`src/rtl/mdio_frame_master.sv`:
```
module mdio_frame_master #(
  parameter int DIV_W   = 8,
  parameter int PRE_LEN = 32
) (
  input  logic              clk,
  input  logic              rst_n,
  input  logic              cmd_wr,
  input  logic [31:0]       cmd_wdata,
  input  logic              div_wr,
  input  logic [DIV_W-1:0]  div_wdata,
  input  logic              evt_clr,
  output logic [31:0]       cmd_rdata,
  output logic              busy,
  output logic              done_evt,
  output logic              mdc,
  output logic              mdio_o,
  output logic              mdio_oe,
  input  logic              mdio_i
);
  localparam int FW    = DIV_W - 1;
  localparam int FRAME = PRE_LEN + 32;
  localparam int CW    = $clog2(FRAME + 1);
  localparam logic [CW-1:0] LAST_BIT = CW'(FRAME - 1);
  localparam logic [CW-1:0] CMD_BIT  = CW'(PRE_LEN);
  localparam logic [CW-1:0] REL_BIT  = CW'(PRE_LEN + 15);
  localparam logic [CW-1:0] DAT_BIT  = CW'(PRE_LEN + 16);

  logic [31:0]   cmd_q, sh_q;
  logic [15:0]   rd_q;
  logic [FW-1:0] field_q, hcnt_q;
  logic [CW-1:0] bit_q;
  logic          busy_q, mdc_q, evt_q, rd_op_q;

  wire unused_lsb = div_wdata[0];

  wire run    = busy_q && (field_q != '0);
  wire tick   = run && (hcnt_q >= field_q - 1'b1);
  wire rise   = tick && !mdc_q;
  wire fall   = tick && mdc_q;
  wire last   = fall && (bit_q == LAST_BIT);
  wire accept = cmd_wr && !busy_q;

  always_ff @(posedge clk or negedge rst_n) begin
    if (!rst_n) begin
      cmd_q   <= '0;
      sh_q    <= '0;
      rd_q    <= '0;
      field_q <= '0;
      hcnt_q  <= '0;
      bit_q   <= '0;
      busy_q  <= 1'b0;
      mdc_q   <= 1'b0;
      evt_q   <= 1'b0;
      rd_op_q <= 1'b0;
    end else begin
      if (div_wr) field_q <= div_wdata[DIV_W-1:1];
      hcnt_q <= (!run || tick) ? '0 : hcnt_q + 1'b1;

      if (accept) begin
        cmd_q   <= cmd_wdata;
        sh_q    <= cmd_wdata;
        rd_op_q <= (cmd_wdata[29:28] == 2'b10);
        busy_q  <= 1'b1;
        bit_q   <= '0;
        mdc_q   <= 1'b0;
      end else begin
        if (tick) mdc_q <= ~mdc_q;
        if (rise && bit_q >= DAT_BIT) rd_q <= {rd_q[14:0], mdio_i};
        if (fall && !last) begin
          bit_q <= bit_q + 1'b1;
          if (bit_q >= CMD_BIT) sh_q <= {sh_q[30:0], 1'b0};
        end
        if (last) begin
          busy_q <= 1'b0;
          if (rd_op_q) cmd_q[15:0] <= rd_q;
        end
      end

      if (last) evt_q <= 1'b1;
      else if (evt_clr) evt_q <= 1'b0;
    end
  end

  assign cmd_rdata = cmd_q;
  assign busy      = busy_q;
  assign done_evt  = evt_q;
  assign mdc       = mdc_q;
  assign mdio_o    = (bit_q < CMD_BIT) ? 1'b1 : sh_q[31];
  assign mdio_oe   = run && !(rd_op_q && bit_q >= REL_BIT);


  zero_div_hold_chk: assert property (@(posedge clk) disable iff (!rst_n)
    (field_q == '0 && !accept) |=> ($stable(mdc) && $stable(bit_q)));


  busy_write_ignored_chk: assert property (@(posedge clk) disable iff (!rst_n)
    (busy && cmd_wr) |=> $stable(cmd_rdata[31:16]));


  release_only_read_chk: assert property (@(posedge clk) disable iff (!rst_n)
    (busy && field_q != '0 && !mdio_oe) |-> rd_op_q);


  mdc_only_busy_chk: assert property (@(posedge clk) disable iff (!rst_n)
    !$stable(mdc) |-> $past(busy));


  done_with_idle_chk: assert property (@(posedge clk) disable iff (!rst_n)
    $rose(done_evt) |-> $fell(busy));


  busy_from_write_chk: assert property (@(posedge clk) disable iff (!rst_n)
    $rose(busy) |-> $past(cmd_wr));
endmodule

```
`config.mk`:
```
export PLATFORM = sky130hd
export DESIGN_NAME = mdio_frame_master
export DESIGN_NICKNAME = d
export VERILOG_FILES = /design/src/rtl/mdio_frame_master.sv
export SDC_FILE = /design/constraint.sdc
export NUM_CORES = 1
export LEC_CHECK = 0
export BUFFER_PORTS_ARGS = -buffer_cell sky130_fd_sc_hd__clkbuf_2
export CORE_MARGIN = 4
export CORE_UTILIZATION = 30
export CTS_BUF_LIST = sky130_fd_sc_hd__clkbuf_8
export CTS_CLUSTER_SIZE = 25
export DETAILED_ROUTE_END_ITERATION = 16
export PLACE_DENSITY = 0.48
export SKIP_LAST_GASP = 1
export SLEW_MARGIN = 20
export SYNTH_ARGS = -nofsm -noshare
export SYNTH_HDL_FRONTEND = slang
export SYNTH_SLANG_ARGS = --single-unit
```
`constraint.sdc`:
```
create_clock -name clk -period 7.3 [get_ports clk]
set_input_delay 0.365 -clock clk [delete_from_list [all_inputs] [get_ports clk]]
set_output_delay 0.365 -clock clk [all_outputs]
set_load 0.01 [all_outputs]
```
Yosys cells after proc, flatten, opt, wreduce, memory -nomap -nowiden

Index checks and enable logic that the tools add are counted.

Add/sub/neg operators: 3
$lt $le $gt $ge: 5
Equal/unequal tests: 2
Muxes and demuxes: 16
Bitwise logic cells: 2
Reductions and logical operators: 26

Operators by type and width:

| operator                                                   | count |
|---|---|
| 2-to-1 mux 32 bit                                          | 3 |
| 2-to-1 mux 16 bit                                          | 3 |
| >= comparator 7 x 6 -> 1 bit, second input constant        | 3 |
| 2-to-1 mux 7 bit                                           | 3 |
| adder 7 x 1 -> 7 bit, second input constant                | 2 |
| nonzero test 2 bit                                         | 6 |
| logical AND 1 bit                                          | 10 |
| equality test 7 x 6 -> 1 bit, second input constant        | 1 |
| >= comparator 7 bit                                        | 1 |
| less-than comparator 7 x 6 -> 1 bit, second input constant | 1 |
| 2-to-1 mux 1 bit                                           | 7 |
| nonzero test 7 bit                                         | 1 |
| subtractor 7 x 1 -> 7 bit, second input constant           | 1 |
| AND reduction 2 bit                                        | 3 |
| logical NOT 1 bit                                          | 5 |
| equality test 2 bit, second input constant                 | 1 |
| NOT 1 bit                                                  | 2 |
| logical OR 1 bit                                           | 1 |

Register bits: 105
Input port bits: 46
Output and inout port bits: 37
Logic and storage cells: 65

Logic depth before layout (Yosys ltp)

Word-level depth: 9
Depth in mapped cells: 13
Mapped depth without buffers: 11

Least setup slack after synthesis

Ideal clock, no wire load.

Kind: register to register
Start point: reg field_q[0]
End point: reg rd_q[10]
Setup time: 0.125 ns
Arrival: 2.800 ns
Required time: 7.175 ns
Slack: 4.374 ns
Stages on the path, launching flop included: 13
Buffers on the path: 1
Clock period less this slack: 2.926 ns
Cells stage by stage: dfrtp_1 > inv_1 > ha_1 > inv_1 > or3_1 > xor2_1 > ha_1 > a21o_1 > a221o_1 > a41o_1 > nand3_2 > buf_12 > mux2_4

Longest elaborated chain between the ends: 6
Elaborated cells on any way between the ends: 8
Classes of those cells: add/sub (1); order compare (1); reduce/logical (6)

RTL lines:

| element                                                         | line   | source |
|---|---|---|
| start: declaration                                              | 30     | `logic [FW-1:0] field_q, hcnt_q;` |
| start signal: assignment                                        | 56     | `if (div_wr) field_q <= div_wdata[DIV_W-1:1];` |
| subtractor 7 x 1 -> 7 bit or nonzero test 7 bit (tied branches) | 37, 36 |  |
| >= comparator 7 bit or logical AND 1 bit (tied branches)        | 37, 36 |  |
| logical AND 1 bit *                                             | 37     | `wire tick = run && (hcnt_q >= field_q - 1'b1);` |
| logical AND 1 bit *                                             | 38     | `wire rise = tick && !mdc_q;` |
| logical AND 1 bit *                                             | 68     | `if (rise && bit_q >= DAT_BIT) rd_q <= {rd_q[14:0], mdio_i};` |
| AND reduction 2 bit (no source line) *                          | --     |  |
| end signal: assignment                                          | 68     |  |
| end: declaration                                                | 29     | `logic [15:0] rd_q;` |

Mark *: on every way between the ends. The rest lies on a longest branch, timed or not.
A chain may end at the register's enable or synchronous reset.

Worst setup path after layout

Start point: reg field_q[2]
End point: reg evt_q, in the netlist done_evt

Longest elaborated chain between the ends: 6
Elaborated cells on any way between the ends: 9
Classes of those cells: add/sub (1); order compare (1); mux (1); reduce/logical (6)

RTL lines:

| element                                                         | line   | source |
|---|---|---|
| subtractor 7 x 1 -> 7 bit or nonzero test 7 bit (tied branches) | 37, 36 |  |
| >= comparator 7 bit or logical AND 1 bit (tied branches)        | 37, 36 |  |
| logical AND 1 bit *                                             | 37     |  |
| logical AND 1 bit *                                             | 39     | `wire fall = tick && mdc_q;` |
| logical AND 1 bit *                                             | 40     | `wire last = fall && (bit_q == LAST_BIT);` |
| 2-to-1 mux 1 bit or nonzero test 2 bit (tied branches)          | --     |  |
| end signal: assignment                                          | 53     | `evt_q <= 1'b0;` |
| end signal: assignment                                          | 79     | `if (last) evt_q <= 1'b1;` |
| end signal: assignment                                          | 80     | `else if (evt_clr) evt_q <= 1'b0;` |
| end: declaration                                                | 32     | `logic busy_q, mdc_q, evt_q, rd_op_q;` |

Marked as above.

==> metrics.cfg <==
[clocking]
h-tree-depth = 3
cts_sinks = 105
cts_buffer_depth = 2
cts_tree = built
clk_pin_slew_ns = 0.11
cts_resized = 0
cts_root_buf = clkbuf_8
numCtsBuffers = 9
clk_latency_ns = 0.39

[timing]
setup-tns-final_ns = 0
worst_pin_slew_ns = 0.9530
hold_violations = 0
min_period_ns = 3.598
fin_ws_ns = 3.702
rsz0062_at_grt = no
max_freq_mhz = 277.9
post-route-period-util_pct = 49.29
clock_skew_ns = 0.01800
max_slew_margin_pct = 36.47
drv_slew = 0
setup_viol = 0

[job]
cap_viol_max_count = 0

[synth]
ys_warn_count = 0
syn_area_um2 = 5152
synthArstFlopShare_pct = 100.0
ys.flop_type = dfrtp_1
syn_inst = 500
syn-num-nets = 558
synth_cell_types = 51
synth_seq_cells = 105
yosysSeqAreaShare_pct = 51.00
synth_edf_count = 0
syn_avg_cell_area_um2 = 10.30

[route]
drtIter0Drc = 139
wl_met1_um = 6032
routed-via-count = 3864
ant_nets = 0
dr.pass1.iters = 4
drt-total-wl_um = 12330
met3_length_um = 534
wl_per_cell_um = 15.67
drcViolationCount = 0
top_layer = met4
drt-vias-per-instance = 4.910
wl_met2_um = 5579

[placement]
place_area_um2 = 5684
pre_cts_ws_ns = 3.679
globalplace.congestion = 0.7733
place.detailed.hpwl_um = 8132
portBuffers = 81

[pwr]
pwr-share-comb_pct = 23.0
power.share.switching_pct = 33.24
leakagePower_nw = 2.723
vdd.ir_drop.worst_v = 0.0001329
power_frac_seq_pct = 48.7
internal-power_mw = 0.9943
power.total_mw = 1.489
power.net_switching_mw = 0.4950
power_density_nw_per_um2 = 251.4
p_clk_share_pct = 28.3

[worst_setup_path]
path_max_fanout = 74
ff2ff_setup_slack_ns = 3.70
timing.rr.end = done_evt
crit_path_start_kind = register
required_ns = 7.59
rr_startpoint = field_q[2]
cp-end-kind = register
criticalPathCategory = register to register
ff2ff_path_depth = 10
arrival_ns = 3.89

[floorplanning]
die_area_um2 = 19330
initial_utilization_pct = 30.85
die-height_um = 139.1
io_pins = 83
rows = 47
core_area_um2 = 16700
fp.dieW_um = 139.1

[grt]
antenna_found_initial = 0
grt_usage_pct = 12.78
grt_max_degree = 83
grt_pass1_wl_um = 20310
globalRoute.totalOverflow = 0
grt_pass1_vias = 3836

[cells_and_area]
utilization_pct = 35.47
final_area_um2 = 5924
drive_gt1_share_pct = 25.40
mostFrequentLayoutCell = dfrtp_1
diodes = 0
syn_to_final_growth_pct = 14.98
nNetsFinal = 620
final_cell_mix = dfrtp_1 (105), clkbuf_2 (80), nand2_1 (64)

[worst_hold_path]
hold_start = cmd_wdata[27]
hold_path.class = input port to register
holdPathStages = 3
holdPathEnd = cmd_rdata[27]

[run_status]
status = finished clean

-- power by group through the flow --
| stage | sequential, mW | combinational [mW] | clock, mW |
|---|---|---|---|
| CTS | 0.726 | 0.348 | 0.438 |
| detailed placement | 0.736 | 0.347 | 0 |
| global placement | 0.734 | 0.336 | 0 |
| floorplan | 0.727 | 0.238 | 0 |
| global route | 0.737 | 0.389 | 0.462 |
| finish | 0.725 | 0.342 | 0.422 |
-- cells by family (layout without fill, tap and decap cells) --
family,after synthesis,after routing,share of synthesized area [%]
mux,25,25,6.095
flops,105,105,51.00
fa+ha+maj,12,12,2.914
xor+xnor,10,10,1.700
simple gates,201,201,19.72
buf+inv,58,125,5.755
compound gates,89,89,12.82
-- cell usage after synthesis (3+ instances only) --
master / instances / share of area [%]
dfrtp_1: 105 / 51
mux2_4: 10 / 2.9
mux2i_1: 4 / 0.78
buf_6: 3 / 0.66
o21ai_0: 9 / 0.87
o21a_1: 15 / 2.2
a211oi_2: 3 / 0.73
ha_1: 12 / 2.9
or3_1: 3 / 0.36
nand3_1: 8 / 0.78
nor4_1: 31 / 3.8
nand2b_1: 4 / 0.49
xnor2_1: 7 / 1.2
o211ai_1: 31 / 4.5
a211oi_1: 11 / 1.6
nor3_2: 10 / 1.9
nor3b_1: 3 / 0.44
xor2_1: 3 / 0.51
mux2_2: 11 / 2.4
a21oi_1: 6 / 0.58
buf_4: 9 / 1.3
nor2_1: 55 / 4.0
nor3_1: 9 / 0.87
nand2_1: 64 / 4.7
clkbuf_1: 17 / 1.2
inv_1: 23 / 1.7
buf_2: 5 / 0.49
-- registers in the layout, indices dropped and copies added (netlist names) --
signal     cells
cmd_rdata     32
hcnt_q         7
bit_q          7
sh_q          32
rd_q          16
mdc            1
rd_op_q        1
done_evt       1
busy           1
field_q        7
-- repair_timing --
action	4_1_cts	5_1_grt
hold endpoints to repair	32	0
endpoints found under the setup margin	0	0
hold buffers	1	0
buffers inserted	0	0
-- layout make-up --
| type | count | area (um^2) |
|---|---|---|
| multi-input combinational | 337 | 2257 |
| sequential | 105 | 2628 |
| timing repair buffer | 86 | 447.9 |
| fill | 1746 | 10780 |
| inverter | 23 | 86.33 |
| clock inverter | 7 | 106.4 |
| tap | 220 | 275.3 |
| clock buffer | 9 | 123.9 |
-- per-stage QoR --
step           hold WS [ns]  cells
6_report             0.1838    787
5_1_grt              0.1574    787
4_1_cts              0.1596    787
3_5_place_dp         0.3355    770
3_3_place_gp         0.3389    770
2_1_floorplan       0.06941    500
-- how the worst max path moves through the flow --
stage | start | end | slack (ns) | cells past startpoint
floorplan | field_q[0] | rd_q[10] | 4.37 | 12
detailed placement | field_q[2] | done_evt | 3.68 | 10
finish | field_q[2] | done_evt | 3.70 | 10
global route | field_q[2] | hcnt_q[5] | 3.44 | 10
CTS | field_q[2] | done_evt | 3.68 | 10
global placement | field_q[2] | done_evt | 3.78 | 10
-- layer usage --
layer | global-route usage, % | vias to the layer above
li1 | - | 1880
met1 | 17.86 | 1891
met2 | 19.51 | 78
met3 | 3.448 | 15
met4 | 3.759 | 0
met5 | 0 | -
-- worst max-delay path, cell delays in order, from the launching register on --
cell	delay, ns
dfrtp_1	0.45
or4_4	0.60
nor2_1	0.15
xnor2_1	0.15
ha_1	0.28
and2_0	0.22
a221o_1	0.38
a41oi_4	0.17
buf_4	0.64
nor2_1	0.17
a32o_1	0.29
Note: power is estimated with default switching activity, not from simulation.
